$ cat src/rtl/rxq_pkg.sv
package rxq_pkg;
  localparam int DATA_W = 8;
  localparam int STAT_W = 8;

  // Status word bit positions
  localparam int ST_READY   = 0;
  localparam int ST_OVERRUN = 1;
  localparam int ST_PAR     = 2;
  localparam int ST_FRM     = 3;
  localparam int ST_BRK     = 4;
  localparam int ST_THOLD   = 5;
  localparam int ST_TIDLE   = 6;
  localparam int ST_ANYERR  = 7;

  typedef struct packed {
    logic              brk;
    logic              frm;
    logic              par;
    logic [DATA_W-1:0] data;
  } rxEntry_t;

  typedef struct packed {
    logic     push;
    logic     pop;
    rxEntry_t wrEntry;
  } storeCmd_t;

  function automatic logic isTagged(rxEntry_t e);
    return e.brk | e.frm | e.par;
  endfunction
endpackage

$ cat src/rtl/rxq_store.sv
module rxq_store
  import rxq_pkg::*;
#(
  parameter int DEPTH = 256
) (
  input  logic                         clk,
  input  logic                         rstN,
  input  storeCmd_t                    cmd,
  output rxEntry_t                     headEntry,
  output logic [$clog2(DEPTH+1)-1:0]   level,
  output logic                         full,
  output logic                         empty
);
  localparam int PTR_W = $clog2(DEPTH);
  localparam int LVL_W = $clog2(DEPTH + 1);

  generate
    if ((DEPTH & (DEPTH - 1)) != 0 || DEPTH < 2) begin : g_badDepth
      $error("rxq_store: DEPTH must be a power of two, at least 2");
    end
  endgenerate

  rxEntry_t          mem [DEPTH];
  logic [PTR_W-1:0]  wrPtr, rdPtr;
  logic [LVL_W-1:0]  levelQ;

  always_ff @(posedge clk) begin
    if (cmd.push) mem[wrPtr] <= cmd.wrEntry;
  end

  always_ff @(posedge clk or negedge rstN) begin
    if (!rstN) begin
      wrPtr  <= '0;
      rdPtr  <= '0;
      levelQ <= '0;
    end else begin
      if (cmd.push) wrPtr <= wrPtr + 1'b1;
      if (cmd.pop)  rdPtr <= rdPtr + 1'b1;
      unique case ({cmd.push, cmd.pop})
        2'b10:   levelQ <= levelQ + 1'b1;
        2'b01:   levelQ <= levelQ - 1'b1;
        default: levelQ <= levelQ;
      endcase
    end
  end

  assign level     = levelQ;
  assign empty     = (levelQ == '0);
  assign full      = (levelQ == LVL_W'(DEPTH));
  assign headEntry = empty ? '0 : mem[rdPtr];

  a_r11_level_bound: assert property (@(posedge clk) disable iff (!rstN)
    levelQ <= LVL_W'(DEPTH));
  a_r10_no_pop_when_empty: assert property (@(posedge clk) disable iff (!rstN)
    cmd.pop |-> !empty);
  a_r3_head_moves_only_on_pop: assert property (@(posedge clk) disable iff (!rstN)
    !cmd.pop |=> $stable(rdPtr));
  a_r6_no_push_when_full: assert property (@(posedge clk) disable iff (!rstN)
    (full && !cmd.pop) |-> !cmd.push);
endmodule

$ cat src/rtl/rxq_ctrl.sv
module rxq_ctrl
  import rxq_pkg::*;
#(
  parameter int DEPTH = 256
) (
  input  logic                         clk,
  input  logic                         rstN,
  input  logic                         charValid,
  input  logic [DATA_W-1:0]            charData,
  input  logic                         charBrk,
  input  logic                         charFrm,
  input  logic                         charPar,
  input  logic                         brkDetect,
  input  logic                         txHoldEmpty,
  input  logic                         txShiftEmpty,
  input  logic                         statusRead,
  input  logic                         bufferRead,
  input  rxEntry_t                     headEntry,
  input  logic [$clog2(DEPTH+1)-1:0]   level,
  input  logic                         full,
  input  logic                         empty,
  output storeCmd_t                    cmd,
  output logic [STAT_W-1:0]            statusOut,
  output logic [DATA_W-1:0]            bufferData
);
  localparam int LVL_W = $clog2(DEPTH + 1);

  logic             pushReq, pushOk, popOk, overrunSet;
  logic             incTag, decTag;
  rxEntry_t         newEntry;
  logic [LVL_W-1:0] tagCount;
  logic             overrunQ, holdQ, idleQ;

  // Break strobe takes priority over a character strobe
  always_comb begin
    if (brkDetect) begin
      newEntry      = '0;
      newEntry.brk  = 1'b1;
    end else begin
      newEntry.brk  = charBrk;
      newEntry.frm  = charFrm;
      newEntry.par  = charPar;
      newEntry.data = charData;
    end
  end

  assign pushReq    = charValid | brkDetect;
  assign popOk      = bufferRead & ~empty;
  assign pushOk     = pushReq & (~full | popOk);
  assign overrunSet = pushReq & full & ~popOk;
  assign incTag     = pushOk & isTagged(newEntry);
  assign decTag     = popOk & isTagged(headEntry);

  assign cmd.push    = pushOk;
  assign cmd.pop     = popOk;
  assign cmd.wrEntry = newEntry;

  always_ff @(posedge clk or negedge rstN) begin
    if (!rstN) begin
      tagCount <= '0;
      overrunQ <= 1'b0;
      holdQ    <= 1'b1;
      idleQ    <= 1'b1;
    end else begin
      unique case ({incTag, decTag})
        2'b10:   tagCount <= tagCount + 1'b1;
        2'b01:   tagCount <= tagCount - 1'b1;
        default: tagCount <= tagCount;
      endcase
      if (overrunSet)      overrunQ <= 1'b1;
      else if (statusRead) overrunQ <= 1'b0;
      holdQ <= txHoldEmpty;
      idleQ <= txHoldEmpty & txShiftEmpty;
    end
  end

  always_comb begin
    statusOut             = '0;
    statusOut[ST_READY]   = ~empty;
    statusOut[ST_OVERRUN] = overrunQ;
    statusOut[ST_PAR]     = headEntry.par;
    statusOut[ST_FRM]     = headEntry.frm;
    statusOut[ST_BRK]     = headEntry.brk;
    statusOut[ST_THOLD]   = holdQ;
    statusOut[ST_TIDLE]   = idleQ;
    statusOut[ST_ANYERR]  = (tagCount != '0);
  end

  assign bufferData = headEntry.data;

  a_r6_overrun_raised: assert property (@(posedge clk) disable iff (!rstN)
    (pushReq && full && !bufferRead) |=> statusOut[ST_OVERRUN]);
  a_r5_tags_within_level: assert property (@(posedge clk) disable iff (!rstN)
    tagCount <= level);
  a_r4_empty_shows_no_tags: assert property (@(posedge clk) disable iff (!rstN)
    empty |-> (statusOut[ST_BRK:ST_PAR] == 3'b000));
  a_r2_ready_from_push: assert property (@(posedge clk) disable iff (!rstN)
    $rose(statusOut[ST_READY]) |-> $past(cmd.push));
  a_r8_idle_implies_hold: assert property (@(posedge clk) disable iff (!rstN)
    statusOut[ST_TIDLE] |-> statusOut[ST_THOLD]);
  a_r3_status_read_keeps_level: assert property (@(posedge clk) disable iff (!rstN)
    (statusRead && !bufferRead && !pushReq) |=> $stable(level));
endmodule

$ cat src/rtl/rxq_top.sv
module rxq_top
  import rxq_pkg::*;
#(
  parameter int DEPTH = 256
) (
  input  logic        clk,
  input  logic        rstN,
  input  logic        charValid,
  input  logic [7:0]  charData,
  input  logic        charBrk,
  input  logic        charFrm,
  input  logic        charPar,
  input  logic        brkDetect,
  input  logic        txHoldEmpty,
  input  logic        txShiftEmpty,
  input  logic        statusRead,
  input  logic        bufferRead,
  output logic [7:0]  statusOut,
  output logic [7:0]  bufferData
);
  localparam int LVL_W = $clog2(DEPTH + 1);

  storeCmd_t        cmd;
  rxEntry_t         headEntry;
  logic [LVL_W-1:0] level;
  logic             full, empty;

  rxq_ctrl #(.DEPTH(DEPTH)) u_ctrl (
    .clk(clk), .rstN(rstN),
    .charValid(charValid), .charData(charData),
    .charBrk(charBrk), .charFrm(charFrm), .charPar(charPar),
    .brkDetect(brkDetect),
    .txHoldEmpty(txHoldEmpty), .txShiftEmpty(txShiftEmpty),
    .statusRead(statusRead), .bufferRead(bufferRead),
    .headEntry(headEntry), .level(level), .full(full), .empty(empty),
    .cmd(cmd), .statusOut(statusOut), .bufferData(bufferData)
  );

  rxq_store #(.DEPTH(DEPTH)) u_store (
    .clk(clk), .rstN(rstN), .cmd(cmd),
    .headEntry(headEntry), .level(level), .full(full), .empty(empty)
  );
endmodule

$ cat config.mk
export PLATFORM = sky130hd
export DESIGN_NAME = rxq_top
export DESIGN_NICKNAME = d
export VERILOG_FILES = /design/src/rtl/rxq_pkg.sv /design/src/rtl/rxq_store.sv /design/src/rtl/rxq_ctrl.sv /design/src/rtl/rxq_top.sv
export SDC_FILE = /design/constraint.sdc
export NUM_CORES = 2
export LEC_CHECK = 0
export BUFFER_PORTS_ARGS = -buffer_cell sky130_fd_sc_hd__buf_4
export CORE_MARGIN = 4
export CORE_UTILIZATION = 35
export CTS_CLUSTER_DIAMETER = 80
export DETAILED_ROUTE_END_ITERATION = 12
export PLACE_DENSITY = 0.55
export SETUP_SLACK_MARGIN = 0.3
export SLEW_MARGIN = 10
export SYNTH_ARGS = -nofsm -noshare
export SYNTH_HDL_FRONTEND = slang
export SYNTH_HIERARCHICAL = 1
export SYNTH_SLANG_ARGS = --single-unit
$ cat constraint.sdc
create_clock -name clk -period 5 [get_ports clk]
set_clock_uncertainty 0.1 [all_clocks]
set_input_delay 0.5 -clock clk [delete_from_list [all_inputs] [get_ports clk]]
set_output_delay 0.5 -clock clk [all_outputs]
set_load 0.01 [all_outputs]
==> run_results.csv <==
group,metric,value,unit
drt,routed_wirelength,330000,um
sta,fmax,195,MHz
die,io_pins,35,
place,hpwl,210000,um
sta,timing.final.crit_share,103,%
drt,ant_nets,0,
logic_synthesis,syn_area,0.112,mm2
place,io_buffers,34,
final_layout,fin_nets,6114,
cts,cts_buffer_depth,4,
sta,slew_viol_final,0,
power_and_ir_drop,power,75600,uW
drt,vias,58200,
sta,whs,32.0,ps
sta,final.setup.worst_slack,-140,ps
die,core,0.318,mm2
cts,clk_pin_slew_worst_paths,60,ps
worst_setup_path,critPathLaunchType,"flop",
logic_synthesis,synthCells,5328,
cts,cts.sinks,2853,
global_routing,grt_pass1_wl,460000,um
drt,drt_iter0_drc,6897,
power_and_ir_drop,leakage,0.0434,uW
worst_setup_path,timing.rr.end,"u_ctrl/tagCount[8]",
logic_synthesis,syn-num-nets,5365,
die,die_area,0.329,mm2
sta,rsz0062_at_grt,"yes",
worst_setup_path,slowest_delay,500,ps
worst_setup_path,timing.critical_path.buf_inv,6,
sta,finalHoldViolCount,0,
global_routing,gr-total-overflow,0,
final_layout,post-route-util,42.0,%
power_and_ir_drop,p_per_area,566,mW/mm2
die,die_w,573,um
worst_setup_path,critPathArrivalTime,5840,ps
worst_hold_path,hold_path.class,"in -> reg",
drt,drc,0,
worst_setup_path,crit_top_cell,"buf_4",
worst_setup_path,reg2reg_depth,20,
global_routing,antenna_found_initial,9,
global_routing,globalRouteTotalUtil,19.5,%
cts,htreeDepth,5,
cts,cts_tree,"yes",
logic_synthesis,synthTopCellsByArea,"edfxtp_1, mux4_2, mux2i_1, nor2_1, mux4_1",
worst_setup_path,crit_slowest_cell,"mux4_2",
worst_setup_path,critPathRequiredTime,5700,ps
logic_synthesis,synth.distinct_cells,89,
run_status,run_status,"finished, violations left",
power_and_ir_drop,ir_drop,415,uV
cts,cts_buffers,310,
die,fp-row-count,207,
die,fp.dieH,573,um
logic_synthesis,ys_seq_area_share,76.4,%
sta,slew_headroom,11.9,%
worst_setup_path,crit_family,"compound AO/OA/AOI/OAI gates",
cts,clk_latency,910,ps
job,drv_cap,0,
sta,max_slew.worst_pin.slew,1320,ps
drt,vias_per_cell,5.55,
cts,clockRootBuffer,"clkbuf_16",
global_routing,grt_pass1_vias,57900,
sta,setup_viol,7,
final_layout,drive_above_1_share,31.9,%
drt,wl_per_cell,31.5,um
final_layout,area_growth,19.4,%
worst_hold_path,holdPathEnd,"u_store/mem[146][2]",
place,gp_congestion,0.875,
worst_setup_path,path_class,"reg -> reg",
logic_synthesis,synth_ff_type,"edfxtp_1",
die,initial_utilization,35.2,%
logic_synthesis,ys_ff_latch,2853,
worst_setup_path,r2r_start,"u_store/rdPtr[0]",
worst_hold_path,hp-start,"charData[2]",
worst_setup_path,r2r_setup_slack,-140,ps
worst_setup_path,path_max_fanout,8,
drt,firstDrtPassIters,7,
logic_synthesis,yosysWarnings,6,
worst_setup_path,crit_chain,"buf_12 -> clkbuf_16 -> buf_4 -> mux4_2 -> a22oi_1 -> a21oi_1 -> nor4_4 -> buf_4 -> o31ai_2 -> nor3_4 -> buf_6 -> nor2_4 -> ha_4 -> fa_2 -> a21oi_2 -> buf_4 -> o221ai_4 -> a21oi_2 -> mux2i_1 -> a22o_1",
logic_synthesis,synth.largest_area_cell,"edfxtp_1",
logic_synthesis,avgSynthCellArea,21.0,um2
logic_synthesis,synth_edf_count,2816,
global_routing,grt_max_degree,153,
logic_synthesis,async_flop_share,1.30,%
sta,finalCriticalPeriod,5140,ps
worst_setup_path,end_kind,"flop",
run_status,violations,"negative setup slack",
logic_synthesis,netlist.area_leader.share,75.6,%
sta,finalSetupTns,-340,ps
worst_hold_path,min_path_cells,2,
## state kept, by name, indices dropped and copies added, names as in the netlist
name             count
u_store/rdPtr        8
u_ctrl/tagCount      9
u_store/level        9
u_store/mem       2816
u_store/wrPtr        8
u_ctrl/holdQ         1
u_ctrl/overrunQ      1
u_ctrl/idleQ         1
## power by group
group	switching, uW	leakage, uW	internal, uW
clock network	9350	0.00472	12600
registers	307	0.0261	26800
logic	14900	0.0126	11600
## Yosys cell counts, drive strengths merged, types with 5 or more instances
cell     instances
buf            210
xnor2           25
ha              17
mux2i          331
nor2b           37
o32ai            8
a22o            10
o21ai           64
a211oi          40
a21oi          112
a311oi           8
nand3           43
and2            10
o21a             7
o221ai          13
nand2b          11
a22oi           77
nand2          128
xor2             8
nand4            9
edfxtp        2816
a2111oi         11
mux4           613
nor3            26
o211ai          17
inv             15
nor4            10
clkbuf         124
o22ai           67
a31oi           16
mux2             5
dfrtp           35
a221oi          41
nor2           297
## logic make-up (layout without fill, tap and decap cells)
kind of cell             count (synthesis)  count (layout)  share of synthesized area, %
flip-flops                            2853            2853                          76.4
multiplexers                           949             949                          15.5
AND/OR/NAND/NOR                        592             592                          2.31
AO/OA/AOI/OAI                          529             529                          3.25
buffers and inverters                  354            1337                          2.12
XOR/XNOR                                33              33                         0.258
adder cells (fa/ha/maj)                 18              18                         0.208
other                                    0               3                             0
## timing repair
item,in CTS,in global routing
buffers inserted,23,74
hold buffers,11,0
resized for setup,168,182
pin swaps,15,57
setup endpoints to repair,20,20
gates cloned,3,8
endpoints found under the hold margin,87,0
## worst register-to-register path: cells and delay by family, from the launching register on
family / cells / cell delay (ps)
adder cells (fa/ha/maj): 2 / 570
AO/OA/AOI/OAI: 7 / 1320
AND/OR/NAND/NOR: 3 / 900
buffers and inverters: 6 / 1100
multiplexers: 2 / 590
flip-flops: 1 / 470
## cell usage in the layout, fill, tap and decap left out, drive strengths merged, types with 29 or more instances in the layout
| master | instances |
|---|---|
| a211oi | 40 |
| edfxtp | 2816 |
| mux2i | 331 |
| mux4 | 613 |
| o21ai | 64 |
| nand3 | 43 |
| clkinv | 123 |
| a221oi | 41 |
| nor2 | 297 |
| o22ai | 67 |
| nand2 | 128 |
| nor2b | 37 |
| dfrtp | 35 |
| clkbuf | 390 |
| inv | 29 |
| a22oi | 77 |
| a21oi | 112 |
| buf | 753 |
## worst max-delay path by stage
| stage | cells after the start | start | end | slack (ps) |
|---|---|---|---|---|
| 2_1_floorplan | 2 | brkDetect | u_store/mem[0][0] | -450 |
| 3_3_place_gp | 19 | u_store/rdPtr[0] | u_ctrl/tagCount[8] | -1280 |
| 3_5_place_dp | 20 | u_store/rdPtr[0] | u_ctrl/tagCount[8] | -1240 |
| 4_1_cts | 20 | u_store/rdPtr[0] | u_ctrl/tagCount[8] | -230 |
| 5_1_grt | 22 | u_store/rdPtr[0] | u_ctrl/tagCount[8] | -220 |
| 6_report | 20 | u_store/rdPtr[0] | u_ctrl/tagCount[8] | -140 |
## final cells by class
| type | count | area, um2 |
|---|---|---|
| Antenna cell | 3 | 7.51 |
| Clock buffer | 382 | 8110 |
| Clock inverter | 164 | 1550 |
| Fill cell | 27600 | 184000 |
| Inverter | 17 | 72.6 |
| Multi-Input combinational cell | 2121 | 25400 |
| Sequential cell | 2853 | 85500 |
| Tap cell | 4180 | 5230 |
| Timing Repair Buffer | 774 | 7680 |
## stage by stage
stage	instances	setup WS, ps	instance area [um2]
finish	10500	-140	134000
CTS	10400	-229	132000
global placement	9825	-1280	121000
floorplan	5328	-450	112000
detailed placement	9825	-1240	121000
global route	10500	-217	134000
## per-layer routing
metal | up-vias | GRT usage (%) | routed length [um]
met1 | 31400 | 26.8 | 134000
met5 | - | 0 | 7
met3 | 508 | 3.21 | 24700
li1 | 23700 | - | -
met2 | 2577 | 31.4 | 159000
met4 | 2 | 6.97 | 12700
Power figures use the tool's default switching activity.
